--- src/rtl/emu_pkg.sv ---
package emu_pkg;
  localparam int unsigned PST_W_DEF = 4;
  localparam int unsigned TT_W_DEF  = 2;
  localparam int unsigned TM_W_DEF  = 3;

  typedef struct packed {
    logic reset_force;
    logic dbg;
    logic trace;
  } entry_src_t;
endpackage

--- src/rtl/emu_entry_det.sv ---
module emu_entry_det
  import emu_pkg::*;
(
  input  logic       emu_q_i,
  input  logic       inhibit_q_i,
  input  logic       force_emu_i,
  input  logic       reset_exc_start_i,
  input  logic       trace_force_i,
  input  logic       trace_exc_i,
  input  logic       debug_irq_i,
  output entry_src_t src_o,
  output logic       enter_o
);
  always_comb begin
    src_o.reset_force = force_emu_i & reset_exc_start_i;
    src_o.dbg         = debug_irq_i & ~inhibit_q_i;
    src_o.trace       = trace_exc_i & trace_force_i;
  end

  // already in mode: no fresh entry, no second entry code
  assign enter_o = (|src_o) & ~emu_q_i;
endmodule

--- src/rtl/emu_state.sv ---
module emu_state (
  input  logic clk_i,
  input  logic rst_ni,
  input  logic enter_i,
  input  logic rte_retire_i,
  input  logic insn_retire_i,
  output logic emu_q_o,
  output logic inhibit_q_o,
  output logic exit_o
);
  logic emu_q, inhibit_q;

  assign exit_o = rte_retire_i & emu_q;

  always_ff @(posedge clk_i or negedge rst_ni) begin
    if (!rst_ni) begin
      emu_q     <= 1'b0;
      inhibit_q <= 1'b0;
    end else begin
      if (enter_i)     emu_q <= 1'b1;
      else if (exit_o) emu_q <= 1'b0;
      // set wins: the RTE's own retire does not end the window
      if (exit_o)                      inhibit_q <= 1'b1;
      else if (insn_retire_i)          inhibit_q <= 1'b0;
    end
  end

  assign emu_q_o     = emu_q;
  assign inhibit_q_o = inhibit_q;
endmodule

--- src/rtl/emu_pst_mux.sv ---
module emu_pst_mux #(
  parameter int unsigned       PST_W     = 4,
  parameter logic [PST_W-1:0]  PST_ENTER = 4'hD,
  parameter logic [PST_W-1:0]  PST_EXIT  = 4'h7
) (
  input  logic             enter_i,
  input  logic             exit_i,
  input  logic [PST_W-1:0] core_pst_i,
  output logic [PST_W-1:0] pst_o
);
  always_comb begin
    if (enter_i)     pst_o = PST_ENTER;
    else if (exit_i) pst_o = PST_EXIT;
    else             pst_o = core_pst_i;
  end
endmodule

--- src/rtl/emu_attr_remap.sv ---
module emu_attr_remap #(
  parameter int unsigned      TT_W    = 2,
  parameter int unsigned      TM_W    = 3,
  parameter logic [TT_W-1:0]  TT_EMU  = 2,
  parameter logic [TM_W-1:0]  TM_DATA = 5,
  parameter logic [TM_W-1:0]  TM_INSN = 6
) (
  input  logic            active_i,
  input  logic            map_en_i,
  input  logic            acc_insn_i,
  input  logic [TT_W-1:0] bus_tt_i,
  input  logic [TM_W-1:0] bus_tm_i,
  output logic [TT_W-1:0] bus_tt_o,
  output logic [TM_W-1:0] bus_tm_o,
  output logic            cache_inh_o,
  output logic            sram_inh_o
);
  logic remap;
  assign remap = active_i & map_en_i;

  always_comb begin
    bus_tt_o    = bus_tt_i;
    bus_tm_o    = bus_tm_i;
    cache_inh_o = 1'b0;
    sram_inh_o  = 1'b0;
    if (remap) begin
      bus_tt_o    = TT_EMU;
      bus_tm_o    = acc_insn_i ? TM_INSN : TM_DATA;
      cache_inh_o = 1'b1;
      sram_inh_o  = 1'b1;
    end
  end
endmodule

--- src/rtl/emu_mode_ctrl.sv ---
module emu_mode_ctrl
  import emu_pkg::*;
#(
  parameter int unsigned PST_W = PST_W_DEF,
  parameter int unsigned TT_W  = TT_W_DEF,
  parameter int unsigned TM_W  = TM_W_DEF
) (
  input  logic             clk_i,
  input  logic             rst_ni,
  input  logic             force_emu_i,
  input  logic             reset_exc_start_i,
  input  logic             trace_force_i,
  input  logic             trace_exc_i,
  input  logic             debug_irq_i,
  input  logic             rte_retire_i,
  input  logic             insn_retire_i,
  input  logic             irq_exc_i,
  input  logic             bkpt_trig_i,
  input  logic             map_en_i,
  input  logic [PST_W-1:0] core_pst_i,
  input  logic [TT_W-1:0]  bus_tt_i,
  input  logic [TM_W-1:0]  bus_tm_i,
  input  logic             acc_insn_i,
  output logic             emu_o,
  output logic [PST_W-1:0] pst_o,
  output logic             bkpt_trig_o,
  output logic             frame_fs1_o,
  output logic [TT_W-1:0]  bus_tt_o,
  output logic [TM_W-1:0]  bus_tm_o,
  output logic             cache_inh_o,
  output logic             sram_inh_o
);
  localparam logic [PST_W-1:0] PST_ENTER = PST_W'(4'hD);
  localparam logic [PST_W-1:0] PST_EXIT  = PST_W'(4'h7);
  localparam logic [TT_W-1:0]  TT_EMU    = TT_W'(2);
  localparam logic [TM_W-1:0]  TM_DATA   = TM_W'(5);
  localparam logic [TM_W-1:0]  TM_INSN   = TM_W'(6);

  entry_src_t src;
  logic enter, exit_evt, emu_q, inhibit_q;

  emu_entry_det u_entry (
    .emu_q_i           (emu_q),
    .inhibit_q_i       (inhibit_q),
    .force_emu_i       (force_emu_i),
    .reset_exc_start_i (reset_exc_start_i),
    .trace_force_i     (trace_force_i),
    .trace_exc_i       (trace_exc_i),
    .debug_irq_i       (debug_irq_i),
    .src_o             (src),
    .enter_o           (enter)
  );

  emu_state u_state (
    .clk_i         (clk_i),
    .rst_ni        (rst_ni),
    .enter_i       (enter),
    .rte_retire_i  (rte_retire_i),
    .insn_retire_i (insn_retire_i),
    .emu_q_o       (emu_q),
    .inhibit_q_o   (inhibit_q),
    .exit_o        (exit_evt)
  );

  emu_pst_mux #(
    .PST_W     (PST_W),
    .PST_ENTER (PST_ENTER),
    .PST_EXIT  (PST_EXIT)
  ) u_pst (
    .enter_i    (enter),
    .exit_i     (exit_evt),
    .core_pst_i (core_pst_i),
    .pst_o      (pst_o)
  );

  // entering exception's own frame writes and vector fetch are remapped
  emu_attr_remap #(
    .TT_W    (TT_W),
    .TM_W    (TM_W),
    .TT_EMU  (TT_EMU),
    .TM_DATA (TM_DATA),
    .TM_INSN (TM_INSN)
  ) u_remap (
    .active_i    (emu_q | enter),
    .map_en_i    (map_en_i),
    .acc_insn_i  (acc_insn_i),
    .bus_tt_i    (bus_tt_i),
    .bus_tm_i    (bus_tm_i),
    .bus_tt_o    (bus_tt_o),
    .bus_tm_o    (bus_tm_o),
    .cache_inh_o (cache_inh_o),
    .sram_inh_o  (sram_inh_o)
  );

  assign emu_o       = emu_q;
  assign bkpt_trig_o = bkpt_trig_i & ~inhibit_q & ~exit_evt;
  assign frame_fs1_o = irq_exc_i & emu_q;

  logic unused_src;
  assign unused_src = ^src;
endmodule

--- config.mk ---
export PLATFORM = sky130hd
export DESIGN_NAME = emu_mode_ctrl
export DESIGN_NICKNAME = d
export VERILOG_FILES = /design/src/rtl/emu_pkg.sv /design/src/rtl/emu_entry_det.sv /design/src/rtl/emu_state.sv /design/src/rtl/emu_pst_mux.sv /design/src/rtl/emu_attr_remap.sv /design/src/rtl/emu_mode_ctrl.sv
export SDC_FILE = /design/constraint.sdc
export NUM_CORES = 1
export LEC_CHECK = 0
export ABC_AREA = 1
export CAP_MARGIN = 20
export CORE_AREA = 5 5 42 44
export DETAILED_ROUTE_END_ITERATION = 8
export DIE_AREA = 0 0 47 49
export PLACE_DENSITY = 0.68
export SYNTH_ARGS = -nofsm -noshare
export SYNTH_HDL_FRONTEND = slang
export SYNTH_SLANG_ARGS = --single-unit
--- constraint.sdc ---
create_clock -name clk_i -period 1.1 [get_ports clk_i]
set_clock_uncertainty 0.1 [all_clocks]
set_input_delay 0.11 -clock clk_i [delete_from_list [all_inputs] [get_ports clk_i]]
set_output_delay 0.11 -clock clk_i [all_outputs]
set_load 0.005 [all_outputs]
==> results.md, run 1 <==
Outcome:
- The flow ran to the end, but the final reports show violations.
- The final reports fail on setup timing.

Critical path:
- Across all register-to-register paths, the minimum setup slack is approximately 0.05 ns.
- The critical path goes through buf_4 -> buf_6 -> nand2_4 -> inv_4 -> nor2_4 -> nand2_2 -> buf_6.
- STA puts the critical path data arrival time at 1.26 ns.
- The critical register-to-register path endpoint is u_state.emu_q_o.
- Counting cells, the worst reg-to-reg path comes to 5.
- The worst register-to-register path begins at u_state.emu_q_o.
- The worst-path maximum fanout is 4.
- The largest single stage delay on the critical path is around 0.4 ns.
- The start-to-end type of the worst setup path is reg2out.
- STA classifies the critical path endpoint as an output pin.
- Among the stages of the critical path, the cell type that occurs most often is sky130_fd_sc_hd__buf_6.
- The end point of the critical path is pst_o[2].
- The category of the worst setup path launch point is a register.
- At the worst endpoint, the required time is about 0.9 ns.
- The launching instance or port of the critical path is u_state.emu_q_o.
- The slowest stage of the critical path belongs to the cell sky130_fd_sc_hd__dfrtp_1.

Clocking:
- The clock sink total is 2.
- The clock transition at the registers of the reported paths is ~0.03 ns.
- The clock reaches the later pin of the worst-skew pair after 0.22 ns.
- The TritonCTS clock tree is yes.
- The maximum level of the CTS H-tree is 1.
- The number of buffers created by CTS is 3.
- The maximum root-to-sink buffer count is 2.
- The root buffer cell chosen for the clock tree is sky130_fd_sc_hd__clkbuf_4.

Synth:
- By area the synthesized netlist is led by sky130_fd_sc_hd__nand2_1, sky130_fd_sc_hd__dfrtp_1, sky130_fd_sc_hd__inv_1.
- The number of warnings reported in the yosys synthesis log is 0.
- Of the synthesized area, sequential elements account for 0.2083.
- The cell area that synthesis handed to floorplanning was ~240 um2.
- The cell count after synthesis is between 40 and 50.
- Counting every net in the synthesized netlist gives 64.
- The number of distinct library cells after synthesis is 12.
- After synthesis the netlist holds a flip-flop and latch count of 2.
- In this run the mean area of a mapped cell was roughly 5.7 um2.
- The largest area contributor in the netlist is sky130_fd_sc_hd__nand2_1.
- The share of the synthesized area in the top cell type is 0.2813.

Routing:
- The number of vias after detailed routing is between 400 and 500.
- For this run, the detailed router's first-pass iteration total came to 2.
- The final routed DRC violation total is 0.
- The detail-routed via count per cell is a little over 4.
- The per-cell routed wire length is around 11 um.
- The number of routed nets with antenna violations is 0.
- The DRC violation total after the first TritonRoute iteration is 3.
- The total length of routed wires is 1.181 mm.

Floorplan:
- The top-level I/O count is 36.
- The initial standard-cell utilization of the core is 0.1714.
- The region available for standard cell placement spans around 0.0014 mm2.
- The floorplan has 14 rows.
- The horizontal die dimension is between 40 and 50 um.
- The die footprint is 0.002303 mm2.
- The floorplan step set the die height to between 40 and 50 um.

Cells and area:
- After the last flow step, the layout net total stands at between 100 and 150.
- The diode insertion count for antenna repair is 0.
- The library cell used most frequently in the layout, excluding fill and tap cells, is sky130_fd_sc_hd__clkdlybuf4s50_1.
- Leaving out filler cells and counting taps, the final layout contains approximately 110.
- In the final layout, the share of cells above drive strength 1 is 0.5444.
- The finished cells cover between 700 and 800 um2.
- The library cells used most frequently in the layout, excluding fill and tap cells, are sky130_fd_sc_hd__clkdlybuf4s50_1, sky130_fd_sc_hd__buf_2, sky130_fd_sc_hd__nand2_2.
- The synthesis-to-finish area growth is 208.3%.

Place:
- The count of input and output buffers is 35.
- The post-place instance area is 618.1 um2.
- The congestion estimate from routability-driven global placement came to just under 0.7.
- The total half-perimeter wirelength after legalization and detailed placement is between 800 and 900 um.
- The cell count after placement is 94.

Timing:
- Setup violations remaining at the end of the flow were counted as 13.
- The pin slew with the least headroom to its limit is 0.1552 ns.
- The shortest period the worst path allows is ~1.5 ns.
- The total count of hold-check failures in the final report is 0.
- The max-slew violation total from the final report is 0.
- Timing would allow up to ~0.68 GHz.
- The headroom to the max-slew limit is 0.8955.
- The period utilization is 1.333.
- After layout, the worst setup slack is -0.3667 ns.
- After routing, the total negative slack on setup checks comes to -3.865 ns.
- Setup repair after global routing could not meet its margin everywhere.

Power and ir drop:
- Across the VDD grid, the largest voltage drop is 0.7227 mV.
- The leakage component of the power is roughly 0.39 nW.
- The total power consumption of the routed design is about 0.97 mW.
- Dividing total power by cell area gives a power density of ~1300 mW/mm2.

Job:
- The max-cap violation count is 0.

Global route:
- The first-pass GRT wire length is about 1.8 mm.
- Global routing finished with a remaining overflow of 0.
- The number of antenna violations at the first check in global routing is 0.
- The via count of the first global-routing pass was about 470.
- The overall routing resource usage is 0.1085.
- The largest net degree at the start of global routing is 5.

Worst hold path:
- The class of the worst hold path is in2reg.
-- cell type report --
class / count / area [um2]
clock buffer: 3 / 22.52
fill: 141 / 660.6
inverter: 9 / 38.79
multi-input combinational: 30 / 206.4
sequential: 2 / 50.05
tap: 16 / 20.02
timing repair buffer: 46 / 402.9
-- stage by stage --
step / setup WS, ns / util / hold slack [ns]
finish: -0.3667 / 0.5286 / 0.3726
global placement: -0.6168 / 0.4411 / 0.1837
floorplan: 0.02115 / - / -0.2856
global route: -0.4373 / 0.5286 / 0.3805
detailed placement: -0.6440 / 0.4411 / 0.1879
CTS: -0.3508 / 0.4946 / 0.3707
-- worst min path at each step --
stage / slack [ns] / cells after the start / startpoint / endpoint
2_1_floorplan: -0.29 / 0 / rst_ni / u_state.emu_q_o
3_3_place_gp: 0.18 / 1 / rst_ni / u_state.emu_q_o
3_5_place_dp: 0.19 / 1 / rst_ni / u_state.inhibit_q_o
4_1_cts: 0.37 / 2 / insn_retire_i / u_state.inhibit_q_o
5_1_grt: 0.38 / 2 / insn_retire_i / u_state.inhibit_q_o
6_report: 0.37 / 2 / insn_retire_i / u_state.inhibit_q_o
-- metal layers --
layer | vias to the layer above | track usage | wire (um)
met4 | 0 | 0.06912 | 23
met2 | 19 | 0.1923 | 654
li1 | 224 | - | -
met1 | 189 | 0.1143 | 407
met3 | 2 | 0.007380 | 96
met5 | - | 0 | 0
-- power breakdown --
part | switching (mW) | total, mW | internal [mW] | leakage, nW
logic | 0.295 | 0.690 | 0.395 | 0.350
registers | 0.0205 | 0.119 | 0.0986 | 0.0240
clock network | 0.0394 | 0.160 | 0.120 | 0.0138
total | 0.355 | 0.969 | 0.614 | 0.388
-- cell usage after synthesis, drive strengths merged --
library cell / count
nand2: 20
o21ai: 2
dfrtp: 2
nor2: 4
inv: 9
nand3: 3
buf: 1
nand4: 1
-- flip-flops by register name, indices dropped and copies added (netlist names) --
name,flops
u_state.emu_q_o,1
u_state.inhibit_q_o,1
-- critical path, delay by kind of cell, from the launching register on --
family	cells	cell delay, ns
buffers and inverters	4	0.42
DFF	1	0.40
and+or+nand+nor	3	0.22
-- kinds of logic (layout without fill, tap and decap cells) --
kind of cell	after synthesis	after routing	synth area share
AO/OA/AOI/OAI	2	2	0.04167
flip-flops	2	2	0.2083
AND/OR/NAND/NOR	28	28	0.5781
buffers and inverters	10	58	0.1719
-- timing repair --
item                       CTS  global route
resized for setup           74            13
hold buffers                 1             0
setup buffers                7             2
hold endpoints to repair     2             0
pin swaps                    5             4
setup endpoints to repair   14            14
(Power assumes the default switching activity.)
==> run 2, diff against run 1 <==
- CORE_AREA: 5 5 42 44 -> 2 2 39 41
- DIE_AREA: 0 0 47 49 -> 0 0 41 43
- DONT_BUFFER_PORTS: unset -> 1
- GPL_ROUTABILITY_DRIVEN: unset -> 0
- PLACE_DENSITY: 0.68 -> unset
==> results.md, run 2 (same netlist as run 1, synthesis figures left out) <==
Global route:
- The number of antenna violations at the first check in global routing was 0.
- The first global-routing pass estimated approximately 900 um of wire.
- In the global route stage, overall resource usage came out at 0.08434.
- Summed over all layers, the global routing overflow is 0.
- The via count of the first global-routing pass is 227.
- The largest net degree at the start of global routing is 6.

Routing:
- After detailed routing, the number of vias per cell comes to 4.015.
- After detailed routing, the average wire length per cell comes to 9.279 um.
- The number of vias after detailed routing is between 200 and 300.
- The DRC violation total after the first TritonRoute iteration is 1.
- The final routed DRC violation total is 0.
- The total length of routed wires is about 630 um.
- The number of routed nets with antenna violations is 0.
- For this run, the detailed router's first-pass iteration total came to 2.

Cells and area:
- The final non-filler cell area is about 380 um2.
- The library cell used most frequently in the layout, excluding fill and tap cells, is sky130_fd_sc_hd__nand2_1.
- The final instance count without filler cells is 68.
- In the layout the commonest cells are sky130_fd_sc_hd__nand2_1, sky130_fd_sc_hd__inv_1.
- The final core utilization is 0.2749.
- The fraction of layout instances using a drive strength above 1 is 0.3846.
- Relative to the synthesized area, the layout overhead comes to 58.33%.
- 0 antenna diodes ended up in the layout.
- The final layout net count is 76.

Floorplan:
- 36 I/O pins were placed.
- The floorplan step set the die height to roughly 43 um.
- The horizontal die dimension is around 41 um.
- The die covers 0.001763 mm2.
- The initial standard-cell utilization of the core is 0.1736.
- In this run the standard cell core region covers 0.001384 mm2.
- The floorplan has 14 rows.

Clocking:
- The TritonCTS clock tree is yes.
- The clock latency on the worst-skew pair is around 0.23 ns.
- The clock tree root buffer cell is sky130_fd_sc_hd__clkbuf_4.
- The clock passes through at most 2 buffers.
- The clock drives 2 sinks.
- The maximum level of the CTS H-tree is 1.
- The clock transition at the registers of the reported paths is around 0.030 ns.
- Clock tree synthesis inserted a total of 3 buffers.

Timing:
- The highest attainable clock frequency is roughly 0.8 GHz.
- Setup repair after global routing could not meet its margin everywhere.
- Measured against its own limit, the worst slew margin works out to 0.9136.
- The max-slew violation total from the final report is 0.
- The setup total negative slack is -1.398 ns.
- The total count of hold-check failures in the final report was 0.
- Setup violations remaining at the end of the flow were counted as 13.
- In the post-route analysis, the smallest setup slack over all paths is -0.1494 ns.
- The shortest period the worst path allows is about 1.2 ns.
- At the pin with the least slew margin, the transition time is 0.1282 ns.
- Of the available clock period, the critical path in the final layout requires 1.136.

Critical path:
- STA classifies the critical path endpoint as an output pin.
- STA classifies the critical path startpoint as a register.
- For the worst setup path, the data required time is about 0.89 ns.
- For this design, the slowest cell found on the critical path is sky130_fd_sc_hd__dfrtp_1.
- The data arrival at the endpoint of the critical path is 1.04 ns.
- The worst setup path is of the reg2out kind.
- The count of buffer and inverter cells on the critical path is 2.
- Counting cells, the worst reg-to-reg path comes to 4.
- Across all register-to-register paths, the minimum setup slack is 0.15 ns.
- The cell class contributing the biggest share of worst-path delay is flip-flops.
- The critical path's largest stage delay is approximately 0.39 ns.
- The worst-path maximum fanout is 5.
- The critical path goes through inv_2 -> nand4_4 -> nand2_4 -> inv_4 -> nor2_4.
- The number of logic stages on the critical path including buffering is 5.

Job:
- The max-cap violation count is 0.

Power and ir drop:
- The worst supply voltage drop on vdd is about 0.44 mV.
- For this design the static power due to leakage is 0.2145 nW.
- The total power consumption of the routed design is about 0.65 mW.
- The power density normalized to cell area is between 1500 and 2000 mW/mm2.

Place:
- The count of input and output buffers is 0.
- Once detailed placement completed, the half-perimeter wirelength came to between 500 and 600 um.
- Once placement completed, the tool counted placed cells totaling between 50 and 60.
- The post-place instance area is 267.8 um2.

Outcome:
- The checks that failed: setup timing.
- The run finished, with violations left.

Worst hold path:
- The min-delay analysis places its worst path in the category in2async.
==> run 2: cell types whose count changed in the layout (fill, tap and decap cells not counted), moves of 2 or more <==
cell | before | now
sky130_fd_sc_hd__buf_2 | 11 | 0
sky130_fd_sc_hd__buf_4 | 5 | 3
sky130_fd_sc_hd__buf_6 | 8 | 2
sky130_fd_sc_hd__clkdlybuf4s50_1 | 21 | 0
sky130_fd_sc_hd__dlygate4sd3_1 | 1 | 3
sky130_fd_sc_hd__nand2_1 | 7 | 14
sky130_fd_sc_hd__nand2_2 | 9 | 3
==> run 2: layer usage <==
metal,share of wire,track usage
met1,0.39,0.09968
met2,0.49,0.1000
met5,0,0
met4,0,0.1000
met3,0.11,0.03141
==> run 2: worst paths after layout <==
check,start,to
min in group clk_i,rte_retire_i,u_state.inhibit_q_o
setup reg to reg,u_state.emu_q_o,u_state.emu_q_o
hold / removal,rst_ni,u_state.emu_q_o
hold reg to reg,u_state.emu_q_o,u_state.inhibit_q_o
max in group asynchronous,rst_ni,u_state.inhibit_q_o
setup / recovery,u_state.emu_q_o,bus_tt_o[0]
==> run 2: where the power goes <==
part,internal (mW),switching [mW]
Combinational,0.174,0.197
Clock,0.121,0.0442
Sequential,0.0986,0.0170
==> run 2: area by class of cell <==
type	instances	area, um2
Fill cell	158	1003
Multi-Input combinational cell	30	176.4
Timing Repair Buffer	8	75.07
Sequential cell	2	50.05
Inverter	9	36.28
Clock buffer	3	22.52
Tap cell	16	20.02
==> run 2: through the flow <==
step                      worst slack [ns]  hold slack (ns)
final                              -0.1494          0.01091
after detailed placement           0.02864          -0.2855
after floorplan                    0.02115          -0.2856
after global placement             0.06165          -0.2855
after global routing               -0.2183          0.02747
after CTS                          -0.1768         0.008810
==> run 2: worst reg2reg max path, delay by kind of cell (launching register included) <==
kind / cells / cell delay (ns)
buffers and inverters: 2 / 0.20
flip-flops: 1 / 0.37
AND/OR/NAND/NOR: 1 / 0.08
AO/OA/AOI/OAI: 1 / 0.07
==> run 2: what timing repair did <==
item                                    4_1_cts  5_1_grt
endpoints found under the setup margin       12       14
gates cloned                                  0        0
gates resized for setup                       5        7
setup buffers                                 3        1
hold endpoints to repair                      4        0
hold buffers                                  3        0
pin swaps                                     3        3
==> run 3, diff against run 2 <==
- CTS_CLUSTER_DIAMETER: unset -> 80
==> results of run 3 <==
The final DEF is identical to that of run 2; final timing and power are the same.
